===== config.mk =====
export PLATFORM = sky130hd
export DESIGN_NAME = gp_timer
export DESIGN_NICKNAME = d
export VERILOG_FILES = /design/src/rtl/gp_timer.sv
export SDC_FILE = /design/constraint.sdc
export NUM_CORES = 1
export LEC_CHECK = 0
export BUFFER_PORTS_ARGS = -buffer_cell sky130_fd_sc_hd__buf_2
export CELL_PAD_IN_SITES_DETAIL_PLACEMENT = 2
export CELL_PAD_IN_SITES_GLOBAL_PLACEMENT = 2
export CORE_MARGIN = 3
export CORE_UTILIZATION = 40
export CTS_BUF_LIST = sky130_fd_sc_hd__clkbuf_8 sky130_fd_sc_hd__clkbuf_16
export DETAILED_ROUTE_END_ITERATION = 10
export GPL_ROUTABILITY_DRIVEN = 1
export PLACE_DENSITY = 0.91
export SLEW_MARGIN = 5
export SYNTH_ARGS = -nofsm -noshare
export SYNTH_HDL_FRONTEND = slang
export SYNTH_SLANG_ARGS = --single-unit

===== constraint.sdc =====
create_clock -name clk -period 7.7 [get_ports clk]
set_clock_uncertainty 0.05 [all_clocks]
set_input_delay 1.54 -clock clk [delete_from_list [all_inputs] [get_ports clk]]
set_output_delay 1.54 -clock clk [all_outputs]
set_load 0.01 [all_outputs]

===== src/rtl/gp_timer.sv =====
`timescale 1ns/1ps
module gp_timer #(
  parameter int W = 16
) (
  input  logic         clk,
  input  logic         rst_n,
  input  logic         tmr_en,
  input  logic         cap_in,
  input  logic         bus_sel,
  input  logic         bus_wr,
  input  logic [2:0]   bus_addr,
  input  logic [W-1:0] bus_wdata,
  output logic [W-1:0] bus_rdata,
  output logic         irq_tmo,
  output logic         irq_cap
);
  localparam logic [W-1:0] ALL1 = {W{1'b1}};

  logic [1:0]   presc;
  logic         up, periodic, run, fast;
  logic [W-1:0] load_q, cnt_q, capt_q, cnt_nxt;
  logic [7:0]   pre_q, pre_lim;
  logic         cap_d, tmo_q, capf_q;

  wire wr       = bus_sel & bus_wr;
  wire wr_ctrl  = wr && bus_addr == 3'd0;
  wire wr_load  = wr && bus_addr == 3'd1;
  wire wr_clr   = wr && bus_addr == 3'd3;
  wire active   = tmr_en & run;
  wire tick     = active && pre_q == pre_lim;
  wire at_end   = up ? (cnt_q == ALL1) : (cnt_q == '0);
  wire expire   = tick & at_end;
  wire cap_rise = cap_in & ~cap_d;

  always_comb begin
    case (presc)
      2'b00:   pre_lim = fast ? 8'd0 : 8'd3;
      2'b01:   pre_lim = 8'd15;
      2'b10:   pre_lim = 8'd63;
      default: pre_lim = 8'd255;
    endcase
  end

  always_comb begin
    if (at_end)  cnt_nxt = periodic ? load_q : (up ? '0 : ALL1);
    else if (up) cnt_nxt = cnt_q + 1'b1;
    else         cnt_nxt = cnt_q - 1'b1;
  end

  always_ff @(posedge clk or negedge rst_n) begin
    if (!rst_n) begin
      presc    <= 2'b10;
      up       <= 1'b0;
      periodic <= 1'b0;
      run      <= 1'b0;
      fast     <= 1'b0;
      load_q   <= '0;
    end else begin
      if (wr_ctrl) begin
        presc    <= bus_wdata[1:0];
        up       <= bus_wdata[2];
        periodic <= bus_wdata[3];
        run      <= bus_wdata[4];
        fast     <= bus_wdata[15];
      end
      if (wr_load) load_q <= bus_wdata;
    end
  end

  always_ff @(posedge clk or negedge rst_n) begin
    if (!rst_n) begin
      pre_q <= '0;
      cnt_q <= '0;
    end else begin
      if (wr_ctrl || wr_load) pre_q <= '0;
      else if (active)        pre_q <= tick ? 8'd0 : pre_q + 8'd1;
      if (wr_load)            cnt_q <= bus_wdata;
      else if (tick)          cnt_q <= cnt_nxt;
    end
  end

  always_ff @(posedge clk or negedge rst_n) begin
    if (!rst_n) begin
      cap_d  <= 1'b0;
      capt_q <= '0;
      tmo_q  <= 1'b0;
      capf_q <= 1'b0;
    end else begin
      cap_d  <= cap_in;
      if (cap_rise) capt_q <= cnt_q;
      tmo_q  <= expire   | (tmo_q  & ~(wr_clr & bus_wdata[0]));
      capf_q <= cap_rise | (capf_q & ~(wr_clr & bus_wdata[1]));
    end
  end

  always_comb begin
    bus_rdata = '0;
    case (bus_addr)
      3'd0: begin
        bus_rdata[1:0] = presc;
        bus_rdata[2]   = up;
        bus_rdata[3]   = periodic;
        bus_rdata[4]   = run;
        bus_rdata[W-1] = fast;
      end
      3'd1: bus_rdata = load_q;
      3'd2: bus_rdata = cnt_q;
      3'd4: begin
        bus_rdata[0] = tmo_q;
        bus_rdata[1] = capf_q;
      end
      3'd5: bus_rdata = capt_q;
      default: bus_rdata = '0;
    endcase
  end

  assign irq_tmo = tmo_q;
  assign irq_cap = capf_q;

  p_hold_r8: assert property (@(posedge clk) disable iff (!rst_n)
    (!active && !wr_load) |=> $stable(cnt_q));
  p_pre_hold_r8: assert property (@(posedge clk) disable iff (!rst_n)
    (!active && !wr_load && !wr_ctrl) |=> $stable(pre_q));
  p_tmo_set_r3: assert property (@(posedge clk) disable iff (!rst_n)
    expire |=> irq_tmo);
  p_reload_r5: assert property (@(posedge clk) disable iff (!rst_n)
    (expire && periodic && !wr_load) |=> cnt_q == $past(load_q));
  p_capture_r9: assert property (@(posedge clk) disable iff (!rst_n)
    cap_rise |=> (irq_cap && capt_q == $past(cnt_q)));
  p_clear_r10: assert property (@(posedge clk) disable iff (!rst_n)
    (wr_clr && bus_wdata[0] && !expire) |=> !irq_tmo);
  p_down_step_r3: assert property (@(posedge clk) disable iff (!rst_n)
    (tick && !up && cnt_q != '0 && !wr_load) |=> cnt_q == $past(cnt_q) - 1'b1);
endmodule


==> results of run 1 <==
==> power by group <==
group / internal (mW) / switching, mW / leakage, nW / total (mW)
registers: 0.450 / 0.156 / 0.803 / 0.606
logic: 0.341 / 0.475 / 1.27 / 0.815
clock network: 0.112 / 0.141 / 0.0926 / 0.252
total: 0.902 / 0.771 / 2.16 / 1.67
==> worst paths after layout <==
kind / slack (ns) / endpoint / start
setup / recovery: 2.60 / bus_rdata[9] / bus_addr[2]
hold / removal: 0.47 / capt_q[3]$_DFFE_PN0P_ / capt_q[3]$_DFFE_PN0P_
setup reg to reg: 4.18 / cnt_q[13]$_DFFE_PN0P_ / presc[1]$_DFFE_PN1P_
hold reg to reg: 0.47 / capt_q[3]$_DFFE_PN0P_ / capt_q[3]$_DFFE_PN0P_
max in group asynchronous: 5.69 / pre_q[4]$_DFFE_PN0P_ / rst_n
min in group asynchronous: 1.32 / cnt_q[6]$_DFFE_PN0P_ / rst_n
==> synthesized netlist by cell type, types with 3 or more instances <==
master / count
buf_1: 3
mux2i_1: 23
ha_1: 17
clkbuf_1: 12
a31oi_1: 6
or3_1: 4
a22oi_1: 5
nor2_1: 29
nand2_1: 93
nor4_1: 6
nand4_1: 9
mux2_2: 21
nand2b_1: 3
o21a_1: 3
o21ai_0: 49
o211ai_1: 10
and3_1: 4
dfrtp_1: 64
nor2b_1: 6
or2_2: 3
nand3_1: 7
inv_1: 11
a21oi_1: 23
a211oi_4: 3
xor2_1: 7
nor3_1: 6
a211o_1: 5
xnor2_1: 6
buf_2: 4
a21o_1: 5
==> per-stage QoR <==
| stage | hold WS [ns] | power (mW) | area [um^2] | cells |
|---|---|---|---|---|
| 6_report | 0.465 | 1.67 | 4770 | 661 |
| 4_1_cts | 0.465 | 1.67 | 4770 | 661 |
| 5_1_grt | 0.486 | 1.80 | 4770 | 661 |
| 3_5_place_dp | 0.446 | 1.40 | 4610 | 645 |
| 3_3_place_gp | 0.431 | 1.32 | 4610 | 645 |
| 2_1_floorplan | 0.408 | 1.13 | 4280 | 483 |
==> area by class of cell <==
class | count | area, um^2
timing repair buffer | 46 | 240
fill | 1169 | 5600
multi-input combinational | 386 | 2530
sequential | 65 | 1630
clock inverter | 7 | 33.8
inverter | 12 | 45.0
tap | 136 | 170
clock buffer | 9 | 124
==> cells by family (layout without fill, tap and decap cells) <==
family          Yosys count  in the layout  synth area share
buf+inv                  32             74            0.0310
fa+ha+maj                18             18            0.0544
simple gates            179            179             0.192
compound gates          131            131             0.201
mux                      45             45             0.114
flops                    65             65             0.380
xor+xnor                 13             13            0.0266
==> worst max-delay path, cell delays in order <==
cell and delay [ns]:
buf_2 0.31, nor3b_2 1.15, nand2_1 0.19, o21ai_0 0.13, buf_2 0.16
==> layer usage <==
metal	up-vias	part of all wire
met4	0	0.024
met5	-	0
met1	2085	0.40
met2	93	0.52
met3	27	0.050
li1	1825	-
==> flip-flops by register name, summed over array words and instances (netlist names), 2 cells and up <==
register	count
capt_q	16
cnt_q	16
load_q	16
pre_q	8
presc	2
==> run metrics, run 1 <==
status completed; Core ar. roughly 10000 um^2; syn_nets roughly 530; Yosys top cell by area dfrtp_1; Final Hold Vio Count 0; DRC 0; number of global-route vias before repair around 4.5k; 1st-iter DRT viols approximately 250; max frequency between 150 and 200 MHz; Hold Path Stages 1; P per Cell Area ~350 nW/um^2; Crit Path Max Fanout 22; Rows 37; worst-skew pair later-pin latency ~0.36 ns; proportion of layout cells with a drive suffix above 1 0.179; dpl hpwl approximately 12000 um; n_diodes 0; worst reg-to-reg path cell count 9; Hold-fix buffers, CTS 0; CTS tree done; worst-margin pin slew between 1 and 1.5 ns; total CTS buffers 9; Slew Limit Fails 0; TritonRoute pass-1 iters 4; Post-Syn Instances slightly below 500; Cell variety after synth 56; chip height 109 um; via count between 4k and 5k; global-route wire length before repair between 20000 and 30000 um; CTS Sinks 65; Layout Nets 563; #FFs+latches synth 65; H-Tree Depth 3; Post-CTS Resized 0; pre-CTS setup slack 2.60 ns; Startpoint Class primary input; most common cell after layout, fill and taps aside nand2_1; gr ovfl total 0; CP Capture Type primary output; Yosys warnings 0; Routability Congestion 0.875; clock slew at reported path FFs around 0.070 ns; max_slew headroom 0.0826; met1 Resource Use GR 0.347; Hold Crit Class register to register; setup_tns 0 ns; top cells by area, synth dfrtp_1 37%, nand2_1 8.2%, o21ai_0 5.7%; CTS Root Cell clkbuf_8; sequential fraction of the synthesis area 0.380; Chip Width around 110 um; Tcrit/Tclk final 0.662; Setup CP Type primary input to primary output; final worst-path setup slack approximately 2.6 ns; EDFF count, synth 0; Final Util 0.460; DR WL/cell ~24 um; via density per instance roughly 6.1; GR Util met3 0.0564; Longest Clk Path Bufs 2; largest net degree at the start of global routing 66; Ports between 40 and 50; initial antenna violation count 0; I/O Buffers 42; worst vdd ir about 150 uV; maxcap violations 0; Setup-failing EPs final 0; Syn Std Cell Area approximately 4300 um^2; Total Wirelength roughly 16000 um; Total GRT Usage 0.280; layout overhead on the synthesized area 11.4%; CP required roughly 6 ns; fin crit period about 5.1 ns; RSZ-0062 raised after global routing no; Post-CTS Setup Inserts 0; DIE AREA around 12000 um^2; top-area cell type share of the netlist area 0.374; most frequent cells in the layout 93 x nand2_1, 64 x dfrtp_1, 49 x o21ai_0, 42 x buf_2, 28 x nor2_1; M2 GR Usage 0.483; Initial Util 0.413; Post-DRT Antenna Nets 0; Primary FF master, synth dfrtp_1; asr flop ratio synth 1.00; Leak roughly 2.2 nW; syn avg cell area ~9 um^2; worst path arrival time roughly 3.5 ns; grt peak-use layer met2
(Power assumes the default switching activity.)
==> inputs of run 2 (changes only) <==
--- a/config.mk
+++ b/config.mk
@@ -5,15 +5,16 @@
 export SDC_FILE = /design/constraint.sdc
 export NUM_CORES = 1
 export LEC_CHECK = 0
+export ABC_AREA = 1
 export BUFFER_PORTS_ARGS = -buffer_cell sky130_fd_sc_hd__buf_2
 export CELL_PAD_IN_SITES_DETAIL_PLACEMENT = 2
 export CELL_PAD_IN_SITES_GLOBAL_PLACEMENT = 2
 export CORE_MARGIN = 3
-export CORE_UTILIZATION = 40
+export CORE_UTILIZATION = 31
 export CTS_BUF_LIST = sky130_fd_sc_hd__clkbuf_8 sky130_fd_sc_hd__clkbuf_16
 export DETAILED_ROUTE_END_ITERATION = 10
 export GPL_ROUTABILITY_DRIVEN = 1
-export PLACE_DENSITY = 0.91
+export PLACE_DENSITY = 0.82
 export SLEW_MARGIN = 5
 export SYNTH_ARGS = -nofsm -noshare
 export SYNTH_HDL_FRONTEND = slang
==> constraint.sdc (replaced) <==
create_clock -name clk -period 4.1 [get_ports clk]
set_clock_uncertainty 0.05 [all_clocks]
set_input_delay 0.82 -clock clk [delete_from_list [all_inputs] [get_ports clk]]
set_output_delay 0.82 -clock clk [all_outputs]
set_load 0.01 [all_outputs]
==> run 2 against run 1 <==
Against the previous run:
- global-route usage down 5.4 points
- wire length up 11%
- hold slack worse by 0.023 ns
- first-iteration DRC count down 12%
- non-clock buffer count up 2
- clock power rose to 3.2 times the previous value
- combinational power up 120%
- synthesized area up 5.1%
- total power up 120%
- critical path depth up 2
- sequential power up 80%
- sequential share of layout area down 2.8 points
==> run metrics, run 2 <==
asr flop ratio synth 1.00; status completed; top-area cell type share of the netlist area 0.356; Ports 43; fin area 5190 um^2; fin crit period between 3 and 4 ns; DIE AREA around 16000 um^2; Yosys top cell by area dfrtp_1; Routability Congestion about 0.85; Fin Hold WS around 0.44 ns; adder-cell area share of the yosys netlist 0.0517; 1st-iter DRT viols approximately 220; number of global-route vias before repair 5266; Slew Limit Fails 0; Total GRT Usage 0.225; worst-skew pair later-pin latency around 0.33 ns; DRC 0; Worst path slowest cell nand2_1; Post-Syn Instances 641; clock slew at reported path FFs about 0.05 ns; Layout Nets 724; Commonest cells post-synth 186 x nand2_1, 84 x inv_1, 64 x dfrtp_1; largest net degree at the start of global routing 40; gr ovfl total 0; Final Hold Vio Count 0; H-Tree Depth 3; max frequency roughly 320 MHz; Rows 43; Largest regs capt_q: 16 flops, cnt_q: 16 flops, load_q: 16 flops; max_slew headroom 0.303; EDFF count, synth 0; Hold-fix buffers, CTS 0; CTS Sinks 65; worst vdd ir approximately 270 uV; proportion of layout cells with a drive suffix above 1 0.137; cell chain of the critical path buf_2 -> nor2_1 -> nand2_1 -> nor2_1 -> a221oi_1 -> o21ai_1 -> buf_2; Cell variety after synth 41; global-route wire length before repair approximately 29000 um; dpl hpwl approximately 13000 um; Hold Crit Class register to register; most frequent cells in the layout 186 x nand2_1, 86 x inv_1, 64 x dfrtp_1, 51 x nor2_1, 50 x o21ai_0; Core ar. between 10000 and 15000 um^2; syn avg cell area 7.02 um^2; xor/xnor share of the synthesized area 0.0175; DP Area roughly 4900 um^2; cell with the most instances after synthesis nand2_1; Chip Width between 100 and 150 um; CTS Root Cell clkbuf_16; TritonRoute pass-1 iters 5; layout overhead on the synthesized area 15.4%; via density per instance roughly 5.4; #FFs+latches synth 65; total CTS buffers 9; Leak 2.64 nW; Yosys warnings 0; Crit Path Max Fanout 16; Post-CTS Setup Inserts 0; setup_tns 0 ns; sequential fraction of the synthesis area 0.362; worst path arrival time approximately 2.3 ns; n_diodes 0; RSZ-0062 raised after global routing no; Largest stage delay, worst path ~0.50 ns; maxcap violations 0; Syn Std Cell Area approximately 4500 um^2; top cells by area, synth dfrtp_1 36%, nand2_1 16%, inv_1 7.0%; post-synthesis mux area share 0; Post-Synth Simple-Gate Area 0.294; Startpoint Class primary input; Total Wirelength 17700 um; P per Cell Area ~710 nW/um^2; Setup CP Type primary input to primary output; initial antenna violation count 0; Initial Util 0.320; DR WL/cell 20.5 um; CTS tree done; CP required between 3 and 4 ns; I/O Buffers 42; Primary FF master, synth dfrtp_1; CP Capture Type primary output; Post-DRT Antenna Nets 0; Longest Clk Path Bufs 2; Post-CTS Resized 0; Final Util 0.370; via count around 4.7k; Setup-failing EPs final 0; most common cell after layout, fill and taps aside nand2_1; Synth Area in Compound Gates 0.174; chip height ~130 um; Tcrit/Tclk final 0.769; largest family of logic cells by synthesized area simple AND/OR/NAND/NOR gates; syn_nets 684; worst-margin pin slew between 1 and 1.5 ns
## run 2: cell count changes in the layout (fill, tap and decap cells not counted), sizes merged, moves of 6 or more
cell,previous run,this run
nor4,7,0
a21oi,23,30
a31oi,6,0
inv,14,98
mux2i,23,0
nand3,7,36
o21ai,51,60
nand2,93,188
nor2,29,56
o221ai,0,11
nor2b,6,0
mux2,21,0
## run 2: cell families (layout without fill, tap and decap cells)
logic type,Yosys count,after routing
AO/OA/AOI/OAI,127,127
XOR/XNOR,9,9
adder cells (fa/ha/maj),18,18
buffers and inverters,115,160
flip-flops,65,65
AND/OR/NAND/NOR,307,307
## run 2: area by class of cell
| class | instances | area [um^2] |
|---|---|---|
| fillers | 1669 | 8850 |
| multi-input cells | 461 | 2410 |
| flip-flops and latches | 65 | 1630 |
| inverters | 96 | 360 |
| clock buffers | 12 | 267 |
| repair buffers | 48 | 255 |
| well taps | 180 | 225 |
| clock inverters | 4 | 42.5 |
## run 2: worst paths after layout
kind / startpoint / endpoint / slack (ns) / cells past startpoint
setup / recovery: bus_addr[0] / bus_rdata[2] / 0.95 / 7
hold / removal: capt_q[14]$_DFFE_PN0P_ / capt_q[14]$_DFFE_PN0P_ / 0.44 / 2
setup reg to reg: up$_DFFE_PN0P_ / cnt_q[15]$_DFFE_PN0P_ / 1.48 / 12
hold reg to reg: capt_q[14]$_DFFE_PN0P_ / capt_q[14]$_DFFE_PN0P_ / 0.44 / 2
max in group asynchronous: rst_n / pre_q[2]$_DFFE_PN0P_ / 2.61 / 2
min in group asynchronous: rst_n / presc[0]$_DFFE_PN0P_ / 0.59 / 1
## run 2: metal layers
metal  wire length, um  vias up  track usage
li1                  -     2173            -
met1              7470     2380        0.265
met2              9260      102        0.415
met3               627       31       0.0438
met4               363        0       0.0637
met5                 0        -            0
## run 2: worst max-delay path, delay by kind of cell
kind	cells	cell delay, ns
and+or+nand+nor	3	0.70
AOI/OAI and AO/OA	2	0.44
buffers and inverters	2	0.32
## run 2: through the flow
stage	total power [mW]	cells	setup WS (ns)
after floorplan	2.24	641	1.55
after global placement	2.74	850	1.12
after detailed placement	2.85	850	1.05
after CTS	3.70	866	0.967
after global routing	4.01	866	0.864
final	3.67	866	0.946
## run 2: power by group
| group | internal (mW) | total (mW) | switching (mW) |
|---|---|---|---|
| Sequential | 0.843 | 1.09 | 0.250 |
| Combinational | 0.593 | 1.78 | 1.18 |
| Clock | 0.515 | 0.804 | 0.289 |
| Total | 1.95 | 3.67 | 1.72 |
==> inputs of run 3 (changes only) <==
==> constraint.sdc (replaced) <==
create_clock -name clk -period 2.7 [get_ports clk]
set_clock_uncertainty 0.05 [all_clocks]
set_input_delay 0.54 -clock clk [delete_from_list [all_inputs] [get_ports clk]]
set_output_delay 0.54 -clock clk [all_outputs]
set_load 0.01 [all_outputs]
==> run 3 against run 2 <==
Against the previous run:
- wire length up 0.42%
- non-clock buffer count up 7
- final area up 1.2%
- total power up 52%
- combinational power up 54%
- count of clock-buffer cells in the layout up 2
- hold slack worse by 0.27 ns
- register-to-register slack worse by 1.1 ns
- critical endpoint is now bus_rdata[7]
- largest cell class unchanged
- highest routed layer unchanged
==> run metrics, run 3 (synthesized netlist as in run 2, its figures left out) <==
DRT met1 WL between 7000 and 8000 um; max frequency between 400 and 500 MHz; cell chain of the critical path buf_2 -> inv_1 -> nand3_2 -> o221ai_1 -> buf_2; CTS Root Cell clkbuf_16; net load switching power ~2.6 mW; TritonRoute pass-1 iters 4; Core ar. 14000 um^2; number of global-route vias before repair ~5.3k; Total Wirelength ~18000 um; total CTS buffers 9; Reg power frac 0.295; switch share 0.471; proportion of layout cells with a drive suffix above 1 0.147; Worst path slowest cell o221ai_1; initial antenna violation count 0; worst path arrival time around 1.8 ns; largest net degree at the start of global routing 66; Total GRT Usage 0.229; pre-CTS setup slack roughly 0.3 ns; fin crit period between 2 and 2.5 ns; max_slew headroom 0.476; Crit Path Max Fanout 17; via count around 4.6k; CTS tree done; Chip Width 126 um; most used cell, CP buf_2; clock slew at reported path FFs roughly 0.06 ns; CP required ~2.1 ns; uppermost layer routed met4; via density per instance approximately 5.3; maxcap violations 0; n_diodes 0; layout overhead on the synthesized area 16.8%; Setup-failing EPs final 0; Routability Congestion roughly 0.80; final worst-path setup slack 0.276 ns; RSZ-0062 raised after global routing no; P per Cell Area approximately 1100 nW/um^2; Startpoint Class primary input; dpl hpwl about 13000 um; Longest Clk Path Bufs 2; Tcrit/Tclk final 0.898; chip height 126 um; CP Capture Type primary output; DIE AREA roughly 16000 um^2; Hold Crit Class primary input to asynchronous set/reset pin; CTS Sinks 65; Post-CTS Setup Inserts 0; global-route wire length before repair between 20000 and 30000 um; 1st-iter DRT viols about 170; Layout Nets roughly 730; Leak about 2.7 nW; worst vdd ir 320 uV; setup_tns 0 ns; DRC 0; most common cell after layout, fill and taps aside nand2_1; I/O Buffers between 40 and 50; CP bufs+invs 3; Largest regs capt_q: 16 flops, cnt_q: 16 flops, load_q: 16 flops; Clk pwr share 0.213; gr ovfl total 0; status completed; routed length on met2 9440 um; H-Tree Depth 3; Setup CP Type primary input to primary output; Initial Util 0.320; WL met3 between 500 and 600 um; cell family with most CP delay buffers and inverters; Slew Limit Fails 0; worst-skew pair later-pin latency about 0.33 ns; DR WL/cell slightly above 20 um; Final Hold Vio Count 0; P_int between 2 and 3 mW; Hold-fix buffers, CTS 0; power share of the combinational group 0.493; Post-DRT Antenna Nets 0; Rows 43; worst-margin pin slew 0.784 ns; most frequent cells in the layout 186 x nand2_1, 85 x inv_1, 64 x dfrtp_1, 51 x nor2_1, 50 x o21ai_0; Ports 43; Post-CTS Resized 0; Largest stage delay, worst path between 0.4 and 0.5 ns
run 3: worst register-to-register path, stage by stage, from the launching register on:
cell and delay, ns:
dfrtp_1 0.50, nor2_1 0.22, nand3_1 0.11, nor2_1 0.15
nand3_1 0.10, nand2_1 0.60, o211ai_1 0.22, o211ai_1 0.18
nand2_1 0.09
run 3: metal layers:
metal	global-route usage	vias up
li1	-	2181
met1	0.277	2365
met2	0.419	76
met3	0.0333	22
met4	0.0656	0
met5	0	-
run 3: area by class of cell:
| cell class | count | area [um^2] |
|---|---|---|
| fill | 1683 | 8790 |
| timing repair buffer | 55 | 320 |
| sequential | 65 | 1630 |
| multi-input combinational | 461 | 2410 |
| tap | 180 | 225 |
| inverter | 96 | 360 |
| clock buffer | 14 | 294 |
| clock inverter | 2 | 11.3 |
run 3: final timing paths:
path                                       startpoint                     to  slack [ns]  cells after the start
min in group clk                               cap_in        cap_d$_DFF_PN0_        0.28                      1
worst max-delay path                      bus_addr[1]           bus_rdata[7]        0.28                      5
worst min register to register  capt_q[9]$_DFFE_PN0P_  capt_q[9]$_DFFE_PN0P_        0.44                      2
worst max register to register   cnt_q[5]$_DFFE_PN0P_   cnt_q[3]$_DFFE_PN0P_        0.37                      8
max in group asynchronous                       rst_n   presc[1]$_DFFE_PN1P_        2.10                      2
worst min-delay path                            rst_n   pre_q[3]$_DFFE_PN0P_        0.17                      2
run 3: through the flow:
stage	hold slack [ns]	area [um^2]	power, mW	utilization	cells
6_report	0.173	5250	5.57	0.374	873
3_5_place_dp	0.430	4950	4.36	0.352	857
3_3_place_gp	0.418	4950	4.20	0.352	857
2_1_floorplan	0.194	4500	3.40	-	641
4_1_cts	0.188	5250	5.62	0.374	873
5_1_grt	0.188	5250	6.07	0.374	873
run 3: power groups by stage:
stage / clock (mW) / sequential, mW / combinational (mW)
after floorplan: 0 / 1.49 / 1.91
after global placement: 0 / 1.62 / 2.58
after detailed placement: 0 / 1.64 / 2.72
after CTS: 1.20 / 1.64 / 2.77
after global routing: 1.26 / 1.68 / 3.14
final: 1.19 / 1.64 / 2.74
